### src/rtl/vcal_pkg.sv
package vcal_pkg;
    localparam int CODE_W = 7;
    localparam int BYTE_W = CODE_W + 1;
    localparam int ADDR_W = 7;

    typedef enum logic [2:0] {
        ST_IDLE,
        ST_ADDR,
        ST_AACK,
        ST_WDAT,
        ST_WACK,
        ST_RDAT,
        ST_RACK,
        ST_SKIP
    } slv_state_e;
endpackage

### src/rtl/line_filter.sv
module line_filter #(
    parameter int   SYNC_STAGES = 2,
    parameter int   FILT_LEN    = 4,
    parameter logic RST_VAL     = 1'b1
) (
    input  logic clk,
    input  logic rst_n,
    input  logic raw,
    output logic filt
);
    logic [SYNC_STAGES-1:0] sync_q;
    logic [FILT_LEN-1:0]    hist_q;

    always_ff @(posedge clk) begin
        if (!rst_n) begin
            sync_q <= {SYNC_STAGES{RST_VAL}};
            hist_q <= {FILT_LEN{RST_VAL}};
            filt   <= RST_VAL;
        end else begin
            sync_q <= {sync_q[SYNC_STAGES-2:0], raw};
            hist_q <= {hist_q[FILT_LEN-2:0], sync_q[SYNC_STAGES-1]};
            if (&hist_q)
                filt <= 1'b1;
            else if (~|hist_q)
                filt <= 1'b0;
        end
    end
endmodule

### src/rtl/bus_events.sv
module bus_events #(
    parameter int SYNC_STAGES = 2,
    parameter int FILT_LEN    = 4
) (
    input  logic clk,
    input  logic rst_n,
    input  logic scl_in,
    input  logic sda_in,
    input  logic wr_unlock,
    output logic scl_rise,
    output logic scl_fall,
    output logic start_det,
    output logic stop_det,
    output logic sda_lvl,
    output logic wp_ok
);
    localparam int          N_LINES  = 3;
    localparam logic [2:0]  RST_PAT  = 3'b011;   // {unlock, sda, scl}

    logic [N_LINES-1:0] raw_v;
    logic [N_LINES-1:0] filt_v;
    logic               scl_q, sda_q;

    assign raw_v = {wr_unlock, sda_in, scl_in};

    for (genvar g = 0; g < N_LINES; g++) begin : g_line
        line_filter #(
            .SYNC_STAGES(SYNC_STAGES),
            .FILT_LEN   (FILT_LEN),
            .RST_VAL    (RST_PAT[g])
        ) u_filt (
            .clk  (clk),
            .rst_n(rst_n),
            .raw  (raw_v[g]),
            .filt (filt_v[g])
        );
    end

    always_ff @(posedge clk) begin
        if (!rst_n) begin
            scl_q <= 1'b1;
            sda_q <= 1'b1;
        end else begin
            scl_q <= filt_v[0];
            sda_q <= filt_v[1];
        end
    end

    assign scl_rise  = filt_v[0] & ~scl_q;
    assign scl_fall  = ~filt_v[0] & scl_q;
    assign start_det = filt_v[0] & scl_q & sda_q & ~filt_v[1];
    assign stop_det  = filt_v[0] & scl_q & ~sda_q & filt_v[1];
    assign sda_lvl   = filt_v[1];
    assign wp_ok     = filt_v[2];
endmodule

### src/rtl/nv_cell.sv
module nv_cell #(
    parameter int CODE_W      = 7,
    parameter int NV_INIT     = 64,
    parameter int PROG_CYCLES = 10_000_000
) (
    input  logic              clk,
    input  logic              por_n,
    input  logic              prog_req,
    input  logic [CODE_W-1:0] prog_code,
    output logic [CODE_W-1:0] nv_code,
    output logic              nv_busy
);
    localparam int CNT_W = $clog2(PROG_CYCLES + 1);
    localparam logic [CNT_W-1:0] CNT_LOAD = CNT_W'(PROG_CYCLES);

    logic [CNT_W-1:0] busy_cnt;

    always_ff @(posedge clk) begin
        if (!por_n) begin
            nv_code  <= CODE_W'(NV_INIT);
            busy_cnt <= '0;
        end else if (prog_req) begin
            nv_code  <= prog_code;
            busy_cnt <= CNT_LOAD;
        end else if (busy_cnt != '0) begin
            busy_cnt <= busy_cnt - 1'b1;
        end
    end

    assign nv_busy = (busy_cnt != '0);
endmodule

### src/rtl/vcal_slave.sv
module vcal_slave
    import vcal_pkg::*;
#(
    parameter logic [6:0] DEV_ADDR    = 7'b1001111,
    parameter int         NV_INIT     = 64,
    parameter int         PROG_CYCLES = 10_000_000,
    parameter int         SYNC_STAGES = 2,
    parameter int         FILT_LEN    = 4
) (
    input  logic              clk,
    input  logic              por_n,
    input  logic              rst_n,
    input  logic              scl_in,
    input  logic              sda_in,
    input  logic              wr_unlock,
    output logic              sda_oe,
    output logic [CODE_W-1:0] dac_code
);
    localparam int               BIT_W    = $clog2(BYTE_W + 1);
    localparam logic [BIT_W-1:0] BIT_LAST = BIT_W'(BYTE_W);

    slv_state_e          st, st_n;
    logic [BIT_W-1:0]    bitcnt;
    logic [BYTE_W-1:0]   rx, tx;
    logic                rw;
    logic [CODE_W-1:0]   dac;
    logic                scl_rise, scl_fall, start_det, stop_det, sda_lvl, wp_ok;
    logic                commit, commit_dac, commit_nv, drive_low, byte_done;
    logic [CODE_W-1:0]   nv_code;
    logic                nv_busy;

    bus_events #(
        .SYNC_STAGES(SYNC_STAGES),
        .FILT_LEN   (FILT_LEN)
    ) u_events (
        .clk      (clk),
        .rst_n    (rst_n),
        .scl_in   (scl_in),
        .sda_in   (sda_in),
        .wr_unlock(wr_unlock),
        .scl_rise (scl_rise),
        .scl_fall (scl_fall),
        .start_det(start_det),
        .stop_det (stop_det),
        .sda_lvl  (sda_lvl),
        .wp_ok    (wp_ok)
    );

    nv_cell #(
        .CODE_W     (CODE_W),
        .NV_INIT    (NV_INIT),
        .PROG_CYCLES(PROG_CYCLES)
    ) u_nv (
        .clk      (clk),
        .por_n    (por_n),
        .prog_req (commit_nv),
        .prog_code(rx[BYTE_W-1:1]),
        .nv_code  (nv_code),
        .nv_busy  (nv_busy)
    );

    assign byte_done = scl_fall && (bitcnt == BIT_LAST);

    // next-state decode
    always_comb begin
        st_n = st;
        unique case (st)
            ST_IDLE: st_n = ST_IDLE;
            ST_ADDR:
                if (byte_done)
                    st_n = (rx[BYTE_W-1:1] == DEV_ADDR && (rx[0] || !nv_busy))
                           ? ST_AACK : ST_SKIP;
            ST_AACK: if (scl_fall)  st_n = rw ? ST_RDAT : ST_WDAT;
            ST_WDAT: if (byte_done) st_n = ST_WACK;
            ST_WACK: if (scl_fall)  st_n = ST_SKIP;
            ST_RDAT: if (byte_done) st_n = ST_RACK;
            ST_RACK: if (scl_fall)  st_n = ST_IDLE;
            ST_SKIP: st_n = ST_SKIP;
            default: st_n = ST_IDLE;
        endcase
        if (stop_det)  st_n = ST_IDLE;
        if (start_det) st_n = ST_ADDR;
    end

    assign commit     = (st == ST_WDAT) && (st_n == ST_WACK) && wp_ok;
    assign commit_dac = commit &&  rx[0];
    assign commit_nv  = commit && !rx[0];

    // state register and datapath
    always_ff @(posedge clk) begin
        if (!rst_n) begin
            st     <= ST_IDLE;
            bitcnt <= '0;
            rx     <= '0;
            tx     <= '0;
            rw     <= 1'b0;
            dac    <= nv_code;
        end else begin
            st <= st_n;
            if (st_n != st || start_det)
                bitcnt <= '0;
            else if (scl_rise && (st == ST_ADDR || st == ST_WDAT || st == ST_RDAT))
                bitcnt <= bitcnt + 1'b1;
            if (scl_rise && (st == ST_ADDR || st == ST_WDAT))
                rx <= {rx[BYTE_W-2:0], sda_lvl};
            if (st == ST_ADDR && st_n == ST_AACK)
                rw <= rx[0];
            if (st_n == ST_RDAT && st != ST_RDAT)
                tx <= {dac, 1'b0};
            else if (st == ST_RDAT && scl_fall)
                tx <= {tx[BYTE_W-2:0], 1'b0};
            if (commit_dac)
                dac <= rx[BYTE_W-1:1];
        end
    end

    // output decode
    always_comb begin
        unique case (st)
            ST_AACK, ST_WACK: drive_low = 1'b1;
            ST_RDAT:          drive_low = ~tx[BYTE_W-1];
            default:          drive_low = 1'b0;
        endcase
    end

    always_ff @(posedge clk) begin
        if (!rst_n)
            sda_oe <= 1'b0;
        else
            sda_oe <= drive_low;
    end

    assign dac_code = dac;
endmodule

### config.mk
export PLATFORM = sky130hd
export DESIGN_NAME = vcal_slave
export DESIGN_NICKNAME = d
export VERILOG_FILES = /design/src/rtl/vcal_pkg.sv /design/src/rtl/line_filter.sv /design/src/rtl/bus_events.sv /design/src/rtl/nv_cell.sv /design/src/rtl/vcal_slave.sv
export SDC_FILE = /design/constraint.sdc
export NUM_CORES = 1
export LEC_CHECK = 0
export BUFFER_PORTS_ARGS = -buffer_cell sky130_fd_sc_hd__buf_2
export CAP_MARGIN = 20
export CORE_ASPECT_RATIO = 1.5
export CORE_MARGIN = 5
export CORE_UTILIZATION = 50
export CTS_CLUSTER_SIZE = 8
export DETAILED_ROUTE_END_ITERATION = 8
export PLACE_DENSITY = 0.64
export SYNTH_ARGS = -nofsm -noshare
export SYNTH_HDL_FRONTEND = slang
export SYNTH_SLANG_ARGS = --single-unit
### constraint.sdc
create_clock -name clk -period 4.2 [get_ports clk]
set_input_delay 0.84 -clock clk [delete_from_list [all_inputs] [get_ports clk]]
set_output_delay 0.84 -clock clk [all_outputs]
set_load 0.1 [all_outputs]
Yosys cells after proc, flatten, opt, wreduce, memory -nomap -nowiden
Cells that the tools add are included.
{"block": "op_classes", "n_eq_ne": 16, "reduce_logical": 32, "muxes": 20, "n_addsub": 2, "n_bitwise": 14}
{"cell": "$mux 24", "count": 2}
{"cell": "$mux 3", "count": 10}
{"cell": "$pmux 3 s8", "count": 1}
{"cell": "$reduce_bool 24->1", "count": 1}
{"cell": "$sub 24x1->24 const B", "count": 1}
{"cell": "$eq 3x3->1 const B", "count": 6}
{"cell": "$mux 8", "count": 2}
{"cell": "$mux 7", "count": 2}
{"cell": "$reduce_and 4->1", "count": 3}
{"cell": "$reduce_or 4->1", "count": 3}
{"cell": "$logic_and 1x1->1", "count": 11}
{"cell": "$reduce_or 2->1", "count": 5}
{"cell": "$eq 3x2->1 const B", "count": 3}
{"cell": "$and 1x1->1", "count": 7}
{"cell": "$eq 7x7->1 const B", "count": 1}
{"cell": "$not 1->1", "count": 7}
{"cell": "$add 4x1->4 const B", "count": 1}
{"cell": "$eq 4x4->1 const B", "count": 1}
{"cell": "$logic_or 1x1->1", "count": 4}
{"cell": "$reduce_bool 2->1", "count": 2}
{"cell": "$eq 3x1->1 const B", "count": 1}
{"cell": "$logic_not 3->1", "count": 1}
{"cell": "$ne 3x3->1", "count": 1}
{"cell": "$ne 3x3->1 const B", "count": 1}
{"cell": "other kinds (5)", "count": 7}
{"block": "totals", "inputBits": 6, "regBits": 85}

Longest topological paths before layout
{"block": "depth", "word_depth": 15, "depth_mapped": 9, "depth_no_buf": 7}

Modules after synthesis
A second synthesis with hierarchy kept.
{"block": "unflattened", "hier_cells": 399, "hier_area_um2": 3955.0}
{"mod": "vcal_slave", "n_inst": 1, "cells_per_inst": 175, "seq_area_each_um2": 690.7, "area_per_inst_um2": 1722.9}
{"mod": "nv_cell", "n_inst": 1, "cells_per_inst": 167, "seq_area_each_um2": 620.6, "area_per_inst_um2": 1537.7}
{"mod": "line_filter at u_events.g_line[0].u_filt ...", "n_inst": 2, "cells_per_inst": 16, "seq_area_each_um2": 140.1, "area_per_inst_um2": 203.9}
{"mod": "line_filter at u_events.g_line[2].u_filt", "n_inst": 1, "cells_per_inst": 17, "seq_area_each_um2": 140.1, "area_per_inst_um2": 201.4}
{"mod": "bus_events", "n_inst": 1, "cells_per_inst": 8, "seq_area_each_um2": 40.0, "area_per_inst_um2": 85.1}

Worst setup path before layout
OpenSTA, ideal clock, no wires.
{"block": "synth_path", "kind": "input to register", "from": "in rst_n", "to": "reg dac[1], in the netlist dac_code[1] (data pin)", "arrival_ns": 1.731, "n_path_buf": 2, "path_slack_ns": 2.209, "stages": 3, "path_cell_list": "clkbuf_1 clkbuf_1 mux2_2"}
{"block": "synth_via", "elab_chain_cells": 1}
{"element": "start, declared", "line": "vcal_slave.sv:12", "source": "input logic rst_n,"}
{"element": "$mux 7", "line": "vcal_slave.sv:91", "source": "if (!rst_n) begin"}
{"element": "end signal, assigned", "line": "vcal_slave.sv:97", "source": "dac <= nv_code;"}
{"element": "end signal, assigned", "line": "vcal_slave.sv:113", "source": "dac <= rx[BYTE_W-1:1];"}
{"element": "end, declared", "line": "vcal_slave.sv:26", "source": "logic [CODE_W-1:0] dac;"}
No other way between the ends.
A chain may end at the register's enable or synchronous reset.

Worst setup path after layout
{"block": "layout_path", "from": "reg st[0]", "to": "reg bitcnt[0]"}
{"block": "layout_via", "elab_chain_cells": 7, "word_cells_on_any_way": 23, "cone_classes": "eq/ne (8); mux (9); reduce/logical (6)"}
{"element": "start, declared", "line": "vcal_slave.sv:22", "source": "slv_state_e st, st_n;"}
{"element": "start signal, assigned", "line": "vcal_slave.sv:99", "source": "st <= st_n;"}
{"element": "$eq 3x3->1 (tied with other cells)", "line": "vcal_slave.sv:67", "source": "unique case (st)"}
{"element": "$pmux 3 s8", "line": "vcal_slave.sv:67"}
{"element": "$mux 3", "line": "vcal_slave.sv:81", "source": "if (stop_det) st_n = ST_IDLE;"}
{"element": "$mux 3", "line": "vcal_slave.sv:82", "source": "if (start_det) st_n = ST_ADDR;"}
{"element": "$ne 3x3->1", "line": "vcal_slave.sv:100", "source": "if (st_n != st || start_det)"}
{"element": "$logic_or 1x1->1", "line": "vcal_slave.sv:100"}
{"element": "$reduce_or 2->1 (no source line)"}
{"element": "end signal, assigned", "line": "vcal_slave.sv:103", "source": "bitcnt <= bitcnt + 1'b1;"}
{"element": "end, declared", "line": "vcal_slave.sv:23", "source": "logic [BIT_W-1:0] bitcnt;"}
Parallel ways exist; a longest one is shown, timed or not.

==> key figures <==
Outcome
  – Run status: complete, no violations

Timing
  – RSZ-0062 raised after global routing: no
  – Worst-Margin Slew: 0.833 ns
  – Max_slew headroom: 44.1%
  – Setup_tns: 0 ns
  – Final hold vios: 0
  – Final setup margin: 1.83 ns
  – Worst Skew: 0.00889 ns
  – Period minus WS final: 2.37 ns
  – Final period util: 56.4%
  – Final setup violation count: 0
  – Max Fclk: 0.422 GHz
  – Hold_ws: 0.409 ns
  – Final Slew Violations: 0

Run
  – Max Cap Violations: 0

Clocking
  – H-tree Lvls: 3
  – Sinks on Clock Net: 85
  – Clk buf depth: 2
  – Post_cts resized: 0
  – Clock-pin slew on the worst setup and hold paths: 0.08 ns
  – Total CTS buffers: 9
  – Post-CTS Setup Bufs: 0
  – Hold_buf cts: 0
  – Clock root buffer: clkbuf_8
  – Clock Latency Late Sink: 0.36 ns
  – TritonCTS clock tree: built

Route
  – # DRC: 0
  – Routed WL: 7460 µm
  – Vias per cell: 5.52
  – Via count: 2846
  – First-pass iteration count of the detailed router: 4
  – Wire length per cell after detailed routing: 14.5 µm
  – 1st-iter DRT viols: 147
  – Remaining antenna violation count after routing: 0

Floorplanning
  – Number of placement rows: 38
  – Die ar.: 9330 µm²
  – DIE WIDTH: 80.5 µm
  – CORE AREA: 7270 µm²
  – Die height: 116 µm
  – I/O Pins: 14
  – Starting Density: 51.3%

Power and ir drop
  – P per Cell Area: 553 nW/µm²
  – Max IR drop VDD: 0.366 mV
  – Leakage Power: 1.51 nW

Worst setup path
  – CP arrival: 2.60 ns
  – CP cell instances: nand4b_1 > a2111o_1 > and4_1 > a211oi_1 > nor3_1
  – Req. time, crit path: 4.43 ns
  – Critical path peak fanout: 18
  – Slowest CP cell: dfxtp_1
  – CP Launch Type: flip-flop
  – Worst path bufs/invs: 0
  – Delay-heaviest family, CP: compound AO/OA/AOI/OAI gates
  – Worst setup EP type: flip-flop
  – Max incr delay on CP: 0.66 ns
  – Setup CP Type: flip-flop to flip-flop

Global routing
  – Global route total overflow: 0
  – Vias in the first global route: 2682
  – Largest net degree at the start of global routing: 35
  – Initial antenna violation count: 0
  – Global-route wire length before repair: 12500 µm
  – Tot GR Track Use: 17.4%

Final layout
  – # diodes: 0
  – Ratio of cells with drive above 1 in the final layout: 12.3%
  – NumNets Final: 421
  – Final instance area: 4170 µm²
  – Synth-to-layout area growth: 11.6%

Placement
  – Routability cong.: 0.839
  – Post-place instance area: 3860 µm²
  – Port Buffers: 13
  – Place WS: 1.80 ns
  – HPWL after detailed placement: 5130 µm

Synthesis
  – Register area share after synthesis: 47.5%
  – Flops & latches, synth: 85
  – Yosys synthesis warning count: 0
  – Post-synth EDFFs: 7
  – Top_reg_cell synth: dfxtp_1
  – Post-synth cell types: 59
  – Synthesized area: 3730 µm²
  – Mean area per synthesized cell: 9.22 µm²
  – Cells after Synth: 405
  – Syn nets: 415
  – Ys async rst share: 0%

Min path
  – Hold crit path type: flip-flop to flip-flop
## routing by layer
layer / up-vias / wire length, µm / track usage (%)
met1: 1334 / 3350 / 20.3
met3: 14 / 172 / 3.58
met5: - / 0 / 0
met4: 0 / 201 / 9.47
met2: 28 / 3740 / 29.7
li1: 1470 / - / -
## state kept, by name, indices dropped and copies added (netlist names), 3 cells and up
| signal | count |
|---|---|
| bitcnt | 4 |
| u_events.g_line.u_filt.hist_q | 12 |
| rx | 8 |
| tx | 7 |
| u_events.g_line.u_filt.sync_q | 6 |
| u_nv.busy_cnt | 24 |
| dac_code | 7 |
| u_nv.nv_code | 7 |
| st | 3 |
| u_events.g_line.u_filt.filt | 3 |
## through the flow
| step | utilization (%) | total power, mW | std cells |
|---|---|---|---|
| after floorplan | - | 1.36 | 405 |
| after global placement | 53.0 | 1.44 | 500 |
| after detailed placement | 53.0 | 1.46 | 500 |
| after CTS | 57.3 | 2.32 | 516 |
| after global routing | 57.3 | 2.43 | 516 |
| final | 57.3 | 2.30 | 516 |
## synth_stat cells, types with 2 or more instances
cell	n	share of area, %
dfxtp_1	78	42
nand2_1	45	4.5
a21oi_1	30	4.0
nor2_1	24	2.4
nand2b_1	18	3.0
clkbuf_1	17	1.7
o21ai_0	16	2.1
a31oi_1	12	2.0
mux2i_1	11	3.0
or3_1	10	1.7
inv_1	9	0.91
a211oi_1	8	1.6
nor3_1	8	1.1
and2_1	7	1.2
edfxtp_1	7	5.6
mux2_2	7	2.1
nand3_1	7	0.94
o31ai_1	7	1.4
or4_1	7	1.4
nor2b_1	6	1.0
xor2_1	6	1.4
xnor2_1	5	1.2
and3_1	4	0.67
ha_1	4	1.3
nand4_1	4	0.67
o211ai_1	4	0.80
or2_2	3	0.50
or3_2	3	0.60
and4b_1	2	0.54
buf_2	2	0.27
nand4b_1	2	0.47
nor4_2	2	0.67
o21ai_1	2	0.27
o41ai_1	2	0.47
or2_1	2	0.34
## area by class of cell
type,count,area [µm²]
tap,100,125
inverter,10,37.5
clock inverter,7,185
clock buffer,9,124
multi-input combinational,291,1850
timing repair buffer,14,72.6
sequential,85,1770
fill,690,3110
## placed cells by master (no fill, tap or decap), types with 3 or more instances in the layout
cell / count
a31oi_1: 12
a21oi_1: 30
nor2b_1: 6
xnor2_1: 5
or3_2: 3
or2_2: 3
nand4_1: 4
or4_1: 7
o21ai_0: 16
dfxtp_1: 78
inv_1: 9
nand3_1: 7
or3_1: 10
nor3_1: 8
mux2i_1: 11
mux2_2: 7
xor2_1: 6
o211ai_1: 4
clkbuf_8: 9
o31ai_1: 7
a211oi_1: 8
and2_1: 7
buf_2: 13
nand2b_1: 18
nor2_1: 24
nand2_1: 45
edfxtp_1: 7
bufinv_16: 6
and3_1: 4
ha_1: 4
## kinds of logic (layout without fill, tap and decap cells)
family          count (synthesis)  after routing  share of synthesized area [%]
simple gates                  167            167                           25.4
compound gates                 91             91                           15.2
flops                          85             85                           47.5
buf+inv                        29             40                           2.98
mux                            18             18                           5.06
xor+xnor                       11             11                           2.58
fa+ha+maj                       4              4                           1.34
## report_power, final
part           total, mW  internal, mW  switching [mW]
Clock              0.862         0.574           0.288
Sequential         0.930         0.876          0.0543
Combinational      0.509         0.198           0.312
Total               2.30          1.65           0.654
## worst paths after layout
check                           slack (ns)                                   to  cells past startpoint                                start
worst min-delay path                  0.41  u_events.g_line[0].u_filt.sync_q[1]                      1  u_events.g_line[0].u_filt.sync_q[0]
worst max-delay path                  1.83                            bitcnt[0]                      5                                st[0]
worst max register to register        1.83                            bitcnt[0]                      5                                st[0]
worst min register to register        0.41  u_events.g_line[0].u_filt.sync_q[1]                      1  u_events.g_line[0].u_filt.sync_q[0]
Power figures use the tool's default switching activity.
